===== config.mk =====
export PLATFORM = sky130hd
export DESIGN_NAME = synth_div_ctrl
export DESIGN_NICKNAME = d
export VERILOG_FILES = /design/src/rtl/synth_div_pkg.sv /design/src/rtl/synth_div_regs.sv /design/src/rtl/synth_div_counter.sv /design/src/rtl/synth_div_ctrl.sv
export SDC_FILE = /design/constraint.sdc
export NUM_CORES = 1
export LEC_CHECK = 0
export ABC_AREA = 0
export BUFFER_PORTS_ARGS = -buffer_cell sky130_fd_sc_hd__buf_2
export CAP_MARGIN = 20
export CORE_MARGIN = 2
export CORE_UTILIZATION = 54
export CTS_CLUSTER_SIZE = 30
export DETAILED_ROUTE_END_ITERATION = 8
export PLACE_DENSITY = 0.76
export SLEW_MARGIN = 10
export SYNTH_ARGS = -nofsm -noshare
export SYNTH_HDL_FRONTEND = slang
export SYNTH_SLANG_ARGS = --single-unit

===== constraint.sdc =====
create_clock -name clk -period 1.5 [get_ports clk]
set_input_delay 0.15 -clock clk [delete_from_list [all_inputs] [get_ports clk]]
set_output_delay 0.15 -clock clk [all_outputs]
set_load 0.1 [all_outputs]

===== src/rtl/synth_div_pkg.sv =====
package synth_div_pkg;

    localparam int ADDR_W = 3;

    localparam logic [ADDR_W-1:0] A_M_STG = 3'd0;
    localparam logic [ADDR_W-1:0] A_N_STG = 3'd1;
    localparam logic [ADDR_W-1:0] A_DAC   = 3'd2;
    localparam logic [ADDR_W-1:0] A_M_ACT = 3'd4;
    localparam logic [ADDR_W-1:0] A_N_ACT = 3'd5;
    localparam logic [ADDR_W-1:0] A_STAT  = 3'd6;

    localparam int NUM_DIV = 2;
    localparam int IDX_REF = 0;
    localparam int IDX_FB  = 1;

    typedef enum logic [1:0] {
        ST_CLEAN     = 2'd0,
        ST_M_PEND    = 2'd1,
        ST_N_PEND    = 2'd2,
        ST_BOTH_PEND = 2'd3
    } stage_state_e;

    typedef enum logic {
        CNT_RUN   = 1'b0,
        CNT_ARMED = 1'b1
    } cnt_state_e;

endpackage


===== src/rtl/synth_div_regs.sv =====
module synth_div_regs
    import synth_div_pkg::*;
#(
    parameter int DATA_W = 8
) (
    input  logic              clk,
    input  logic              rst_n,
    input  logic              reg_we,
    input  logic [ADDR_W-1:0] reg_addr,
    input  logic [DATA_W-1:0] reg_wdata,
    output logic [DATA_W-1:0] m_stg,
    output logic [DATA_W-1:0] n_stg,
    output logic [DATA_W-1:0] dac_q,
    output logic              pend_m,
    output logic              pend_n,
    output logic              commit_m,
    output logic              commit_n
);

    stage_state_e state, state_nx;
    logic wr_m, wr_n, wr_dac;

    assign wr_m   = reg_we && (reg_addr == A_M_STG);
    assign wr_n   = reg_we && (reg_addr == A_N_STG);
    assign wr_dac = reg_we && (reg_addr == A_DAC);

    // State register
    always_ff @(posedge clk or negedge rst_n) begin
        if (!rst_n) state <= ST_CLEAN;
        else        state <= state_nx;
    end

    // Transitions
    always_comb begin
        state_nx = state;
        unique case (state)
            ST_CLEAN: begin
                if (wr_m)      state_nx = ST_M_PEND;
                else if (wr_n) state_nx = ST_N_PEND;
            end
            ST_M_PEND: begin
                if (wr_dac)    state_nx = ST_CLEAN;
                else if (wr_n) state_nx = ST_BOTH_PEND;
            end
            ST_N_PEND: begin
                if (wr_dac)    state_nx = ST_CLEAN;
                else if (wr_m) state_nx = ST_BOTH_PEND;
            end
            ST_BOTH_PEND: begin
                if (wr_dac)    state_nx = ST_CLEAN;
            end
            default: state_nx = ST_CLEAN;
        endcase
    end

    // Outputs of the staging machine
    always_comb begin
        pend_m = 1'b0;
        pend_n = 1'b0;
        unique case (state)
            ST_CLEAN:     ;
            ST_M_PEND:    pend_m = 1'b1;
            ST_N_PEND:    pend_n = 1'b1;
            ST_BOTH_PEND: begin
                pend_m = 1'b1;
                pend_n = 1'b1;
            end
            default: ;
        endcase
        commit_m = wr_dac && pend_m;
        commit_n = wr_dac && pend_n;
    end

    // Staging and DAC code storage
    always_ff @(posedge clk or negedge rst_n) begin
        if (!rst_n) begin
            m_stg <= '0;
            n_stg <= '0;
            dac_q <= '0;
        end else begin
            if (wr_m)   m_stg <= reg_wdata;
            if (wr_n)   n_stg <= reg_wdata;
            if (wr_dac) dac_q <= reg_wdata;
        end
    end

    assert_commit_needs_dac_R5: assert property (@(posedge clk) disable iff (!rst_n)
        (commit_m || commit_n) |-> (reg_we && reg_addr == A_DAC));

    assert_status_clears_R9: assert property (@(posedge clk) disable iff (!rst_n)
        wr_dac |=> (!pend_m && !pend_n));

    assert_dac_follows_write_R6: assert property (@(posedge clk) disable iff (!rst_n)
        wr_dac |=> (dac_q == $past(reg_wdata)));

    assert_stage_holds_R7: assert property (@(posedge clk) disable iff (!rst_n)
        !wr_m |=> $stable(m_stg));

endmodule


===== src/rtl/synth_div_counter.sv =====
module synth_div_counter
    import synth_div_pkg::*;
#(
    parameter int DATA_W = 8
) (
    input  logic              clk,
    input  logic              rst_n,
    input  logic              tick_en,
    input  logic              load_req,
    input  logic [DATA_W-1:0] load_val,
    output logic [DATA_W-1:0] modulus,
    output logic              pulse
);

    cnt_state_e        state, state_nx;
    logic [DATA_W-1:0] count;
    logic [DATA_W-1:0] held;
    logic              wrap;

    assign wrap = tick_en && (count == modulus);

    // State register
    always_ff @(posedge clk or negedge rst_n) begin
        if (!rst_n) state <= CNT_RUN;
        else        state <= state_nx;
    end

    // Transitions: a load arriving on a wrap cycle waits for the next wrap
    always_comb begin
        state_nx = state;
        unique case (state)
            CNT_RUN:   if (load_req)          state_nx = CNT_ARMED;
            CNT_ARMED: if (wrap && !load_req) state_nx = CNT_RUN;
            default:   state_nx = CNT_RUN;
        endcase
    end

    // Datapath and outputs
    always_ff @(posedge clk or negedge rst_n) begin
        if (!rst_n) begin
            count   <= '0;
            held    <= '0;
            modulus <= '0;
            pulse   <= 1'b0;
        end else begin
            pulse <= wrap;
            if (load_req) held <= load_val;
            if (tick_en) begin
                if (wrap) count <= '0;
                else      count <= count + 1'b1;
            end
            if (wrap && state == CNT_ARMED) modulus <= held;
        end
    end

    assert_count_bounded_R3: assert property (@(posedge clk) disable iff (!rst_n)
        count <= modulus);

    assert_modulus_at_wrap_R5: assert property (@(posedge clk) disable iff (!rst_n)
        !(tick_en && count == modulus) |=> $stable(modulus));

    assert_pulse_from_tick_R2: assert property (@(posedge clk) disable iff (!rst_n)
        (tick_en && count == modulus) |=> pulse);

    assert_armed_releases_R5: assert property (@(posedge clk) disable iff (!rst_n)
        (state == CNT_ARMED && tick_en && count == modulus && !load_req) |=> state == CNT_RUN);

endmodule


===== src/rtl/synth_div_ctrl.sv =====
module synth_div_ctrl
    import synth_div_pkg::*;
#(
    parameter int DATA_W = 8
) (
    input  logic              clk,
    input  logic              rst_n,
    input  logic              reg_we,
    input  logic [ADDR_W-1:0] reg_addr,
    input  logic [DATA_W-1:0] reg_wdata,
    output logic [DATA_W-1:0] reg_rdata,
    input  logic              ref_en,
    input  logic              fb_en,
    output logic              ref_pulse,
    output logic              fb_pulse,
    output logic [DATA_W-1:0] dac_code
);

    localparam int PAD_W = DATA_W - 2;

    logic [DATA_W-1:0] m_stg, n_stg, dac_q;
    logic              pend_m, pend_n, commit_m, commit_n;

    logic [NUM_DIV-1:0]             tick;
    logic [NUM_DIV-1:0]             load;
    logic [NUM_DIV-1:0]             pul;
    logic [NUM_DIV-1:0][DATA_W-1:0] val;
    logic [NUM_DIV-1:0][DATA_W-1:0] act;

    synth_div_regs #(.DATA_W(DATA_W)) u_regs (
        .clk      (clk),
        .rst_n    (rst_n),
        .reg_we   (reg_we),
        .reg_addr (reg_addr),
        .reg_wdata(reg_wdata),
        .m_stg    (m_stg),
        .n_stg    (n_stg),
        .dac_q    (dac_q),
        .pend_m   (pend_m),
        .pend_n   (pend_n),
        .commit_m (commit_m),
        .commit_n (commit_n)
    );

    assign tick[IDX_REF] = ref_en;
    assign tick[IDX_FB]  = fb_en;
    assign load[IDX_REF] = commit_n;
    assign load[IDX_FB]  = commit_m;
    assign val[IDX_REF]  = n_stg;
    assign val[IDX_FB]   = m_stg;

    generate
        for (genvar g = 0; g < NUM_DIV; g++) begin : g_div
            synth_div_counter #(.DATA_W(DATA_W)) u_cnt (
                .clk     (clk),
                .rst_n   (rst_n),
                .tick_en (tick[g]),
                .load_req(load[g]),
                .load_val(val[g]),
                .modulus (act[g]),
                .pulse   (pul[g])
            );
        end
    endgenerate

    assign ref_pulse = pul[IDX_REF];
    assign fb_pulse  = pul[IDX_FB];
    assign dac_code  = dac_q;

    always_comb begin
        unique case (reg_addr)
            A_M_STG: reg_rdata = m_stg;
            A_N_STG: reg_rdata = n_stg;
            A_DAC:   reg_rdata = dac_q;
            A_M_ACT: reg_rdata = act[IDX_FB];
            A_N_ACT: reg_rdata = act[IDX_REF];
            A_STAT:  reg_rdata = {{PAD_W{1'b0}}, pend_n, pend_m};
            default: reg_rdata = '0;
        endcase
    end

    assert_active_m_needs_commit_R4: assert property (@(posedge clk) disable iff (!rst_n)
        (!pend_m && !$past(commit_m) && !commit_m && u_regs.state == ST_CLEAN && g_div[IDX_FB].u_cnt.state == CNT_RUN)
            |=> $stable(act[IDX_FB]));

endmodule


==> summary.txt <==
STA
  • Worst slew margin: 0.6691
  • Skew final: 0.006495 ns
  • Final-report setup violation count: 54
  • Final Max Tran Viols: 0
  • Fin crit period: 1.842 ns
  • Final Hold Viols: 0
  • Fin worst setup slack: -0.3415 ns
  • Slew @ Worst Pin: 0.4997 ns
  • Fin crit share: 1.228
  • RSZ-0062 raised after global routing: true
  • Max Freq: 543.0 MHz

Logic synthesis
  • Main synth FF type: dfrtp_1
  • Mapped Cells: 304
  • Mapped Nets: 327
  • Seq cells post-synth: 78
  • Mean Syn Cell Area: 12.83 um2
  • Post-synth EDFFs: 0
  • Seq/Total Area, Yosys: 0.5003
  • Count of warnings emitted by yosys: 0
  • Post-synth cell types: 45
  • FFs w/ async S/R, synth: 1.000
  • Syn Std Cell Area: 0.003901 mm2

Clocking
  • Clock-pin slew on the worst setup and hold paths: 0.09 ns
  • CTS Buf Count: 9
  • Clk buf depth: 2
  • CTS tree: yes
  • Clock latency on the worst-skew pair: 0.36 ns
  • CTS Sinks: 78
  • Clk root buf: clkbuf_8
  • H-Tree Depth: 3

Layout
  • Antenna cells: 0
  • Nets@finish: 432
  • Commonest non-fill, non-tap cells in the layout: dfrtp_1, buf_4, mux2_2
  • Fin area: 0.005497 mm2
  • Layout cells sized above 1: 0.5725
  • Area Overhead vs Synth: 40.89%
  • Commonest non-fill, non-tap cell in the layout: dfrtp_1

Setup path
  • Crit end category: primary output
  • CP required: 1.35 ns
  • Register-to-Register Path Depth: 4
  • Crit path DAT: 1.69 ns
  • Startpoint Class: register
  • Kind of critical path: register to primary output
  • CP max FO: 4

Route
  • Via density: 5.492
  • Post-route DRC: 0
  • Mean routed wirelength per cell: 19.67 um
  • Via count: 2801
  • Routed WL: 10030 um
  • Antenna Nets Post-Route: 0
  • Drt first pass iters: 4
  • First-iteration detailed-routing DRC count: 145

Outcome
  • Outcome: finished with violations
  • Failing checks: negative setup slack

GRT
  • Tot GR Track Use: 0.2694
  • First-pass GRT wire length: 15550 um
  • Vias in the first global route: 2946
  • Total grt overflow: 0
  • Largest net degree at the start of global routing: 31
  • Initial antenna violation count: 0

Die
  • Chip height: 89.00 um
  • Die W: 89.00 um
  • Core area: 0.006907 mm2
  • Die area: 0.007920 mm2
  • Starting Density: 0.5649
  • IO Count: 34
  • Std cell rows: 30

Worst hold path
  • Worst Hold Depth: 2
  • Tightest Hold Check Type: primary input to register

Placement
  • Placed Area: 0.004848 mm2
  • RePlAce Congestion: 0.8254
  • I/O Buffers: 33
  • DP HPWL: 6451 um
  • Worst Setup Slack post-DPL: -0.1864 ns

Power
  • Pwr/cell area: 1793 mW/mm2
  • P_leak: 2.539 nW
  • Int Power: 6.138 mW
  • Switching Fraction: 0.3772
  • Clock group share of total power: 0.218
  • Psw: 3.717 mW
  • Sequential Power Share: 0.332
  • Worst VDD drop: 0.001139 V
  • Combinational power share: 0.449

Flow run
  • Max-capacitance violation count: 0
[routing by layer]
layer  part of all wire  GRT usage  wire length, um
met1               0.44     0.3586             4366
met2               0.50     0.4437             4977
met3              0.046    0.05633              459
met4              0.023    0.09091              230
met5                  0          0                0
[cell type report]
cell class | count | area (um2)
clock buffers | 11 | 141.4
clock inverters | 5 | 128.9
fillers | 407 | 1410
inverters | 9 | 33.78
multi-input cells | 207 | 2180
flip-flops and latches | 78 | 1977
well taps | 96 | 120.1
repair buffers | 104 | 915.9
[power groups by stage]
stage,combinational (mW),sequential (mW),clock [mW]
after floorplan,2.11,3.64,0
after CTS,4.23,3.26,2.14
after global routing,4.70,3.35,2.24
after detailed placement,3.74,3.25,0
after global placement,3.61,3.23,0
final,4.43,3.27,2.15
[metrics by stage]
stage	util	instances	power, mW	hold slack, ns	setup TNS [ns]
after floorplan	-	304	5.752	-0.1456	-1.184
after global placement	0.7020	478	6.837	0.08275	-2.016
after detailed placement	0.7020	478	6.982	0.08815	-3.567
after CTS	0.7853	508	9.630	0.04551	-6.010
after global routing	0.7958	510	10.29	0.05264	-10.32
final	0.7958	510	9.855	0.05413	-7.673
[sequential cells by signal, indices dropped and copies added, names as in the netlist]
signal,count
g_div.u_cnt.count,16
g_div.u_cnt.held,16
g_div.u_cnt.modulus,16
g_div.u_cnt.pulse,2
g_div.u_cnt.state,2
u_regs.dac_q,8
u_regs.m_stg,8
u_regs.n_stg,8
u_regs.state,2
[cell usage after synthesis (2+ instances only)]
cell      instances  area, um2
buf_4             2      15.01
mux2i_1           8      80.08
dfrtp_1          78       1952
nand2_1          10      37.54
inv_1             9      33.78
nand4_1           4      25.02
clkbuf_1          4      15.01
mux2_2           43      484.2
xor2_1           20      175.2
a21oi_1           2      10.01
nand4_4           2      42.54
xnor2_1           8      70.07
and2_1            2      12.51
nor3_4            2      32.53
nor2b_1           4      25.02
o22ai_1           3      18.77
o21ai_0           9      45.04
and3_1            2      12.51
nand2b_1          6      37.54
nor2_1           21      78.83
nor3_1            4      20.02
nor4_4            2      42.54
o21bai_1          3      22.52
buf_2             4      20.02
mux2_4           16      240.2
a22oi_1           4      30.03
a32oi_1           3      26.28
nand3_1           6      30.03
ha_1              7      87.58
[cells by family (layout without fill, tap and decap cells)]
family,count (synthesis),after routing,synth area share
buffers and inverters,21,129,0.02822
flip-flops,78,78,0.5003
AO/OA/AOI/OAI,31,32,0.05613
adder cells (fa/ha/maj),7,7,0.02245
AND/OR/NAND/NOR,70,71,0.1151
XOR/XNOR,28,28,0.06286
multiplexers,69,69,0.2149
[repair_timing]
action,CTS,global route
setup buffers,12,2
setup endpoints to repair,50,60
hold buffers,1,0
gates resized for setup,44,12
hold endpoints to repair,21,0
cloned,1,1
pin swaps,22,9
[worst max-delay path, stage by stage, from the launching register on]
cell and delay (ns):
dfrtp_2 0.47, ha_4 0.19, nor2_2 0.16, o22a_1 0.20
o221ai_4 0.12, buf_12 0.19
[worst paths after layout]
check | slack, ns | end | from
worst min-delay path | 0.05 | u_regs.dac_q[6] | reg_wdata[6]
max in group asynchronous | 0.75 | u_regs.dac_q[5] | rst_n
worst max register to register | -0.26 | g_div[1].u_cnt.modulus[6] | g_div[1].u_cnt.modulus[7]
min in group asynchronous | 0.25 | g_div[0].u_cnt.count[0] | rst_n
worst min register to register | 0.51 | g_div[1].u_cnt.modulus[5] | g_div[1].u_cnt.held[5]
worst max-delay path | -0.34 | reg_rdata[0] | u_regs.state[1]
Power figures use the tool's default switching activity.
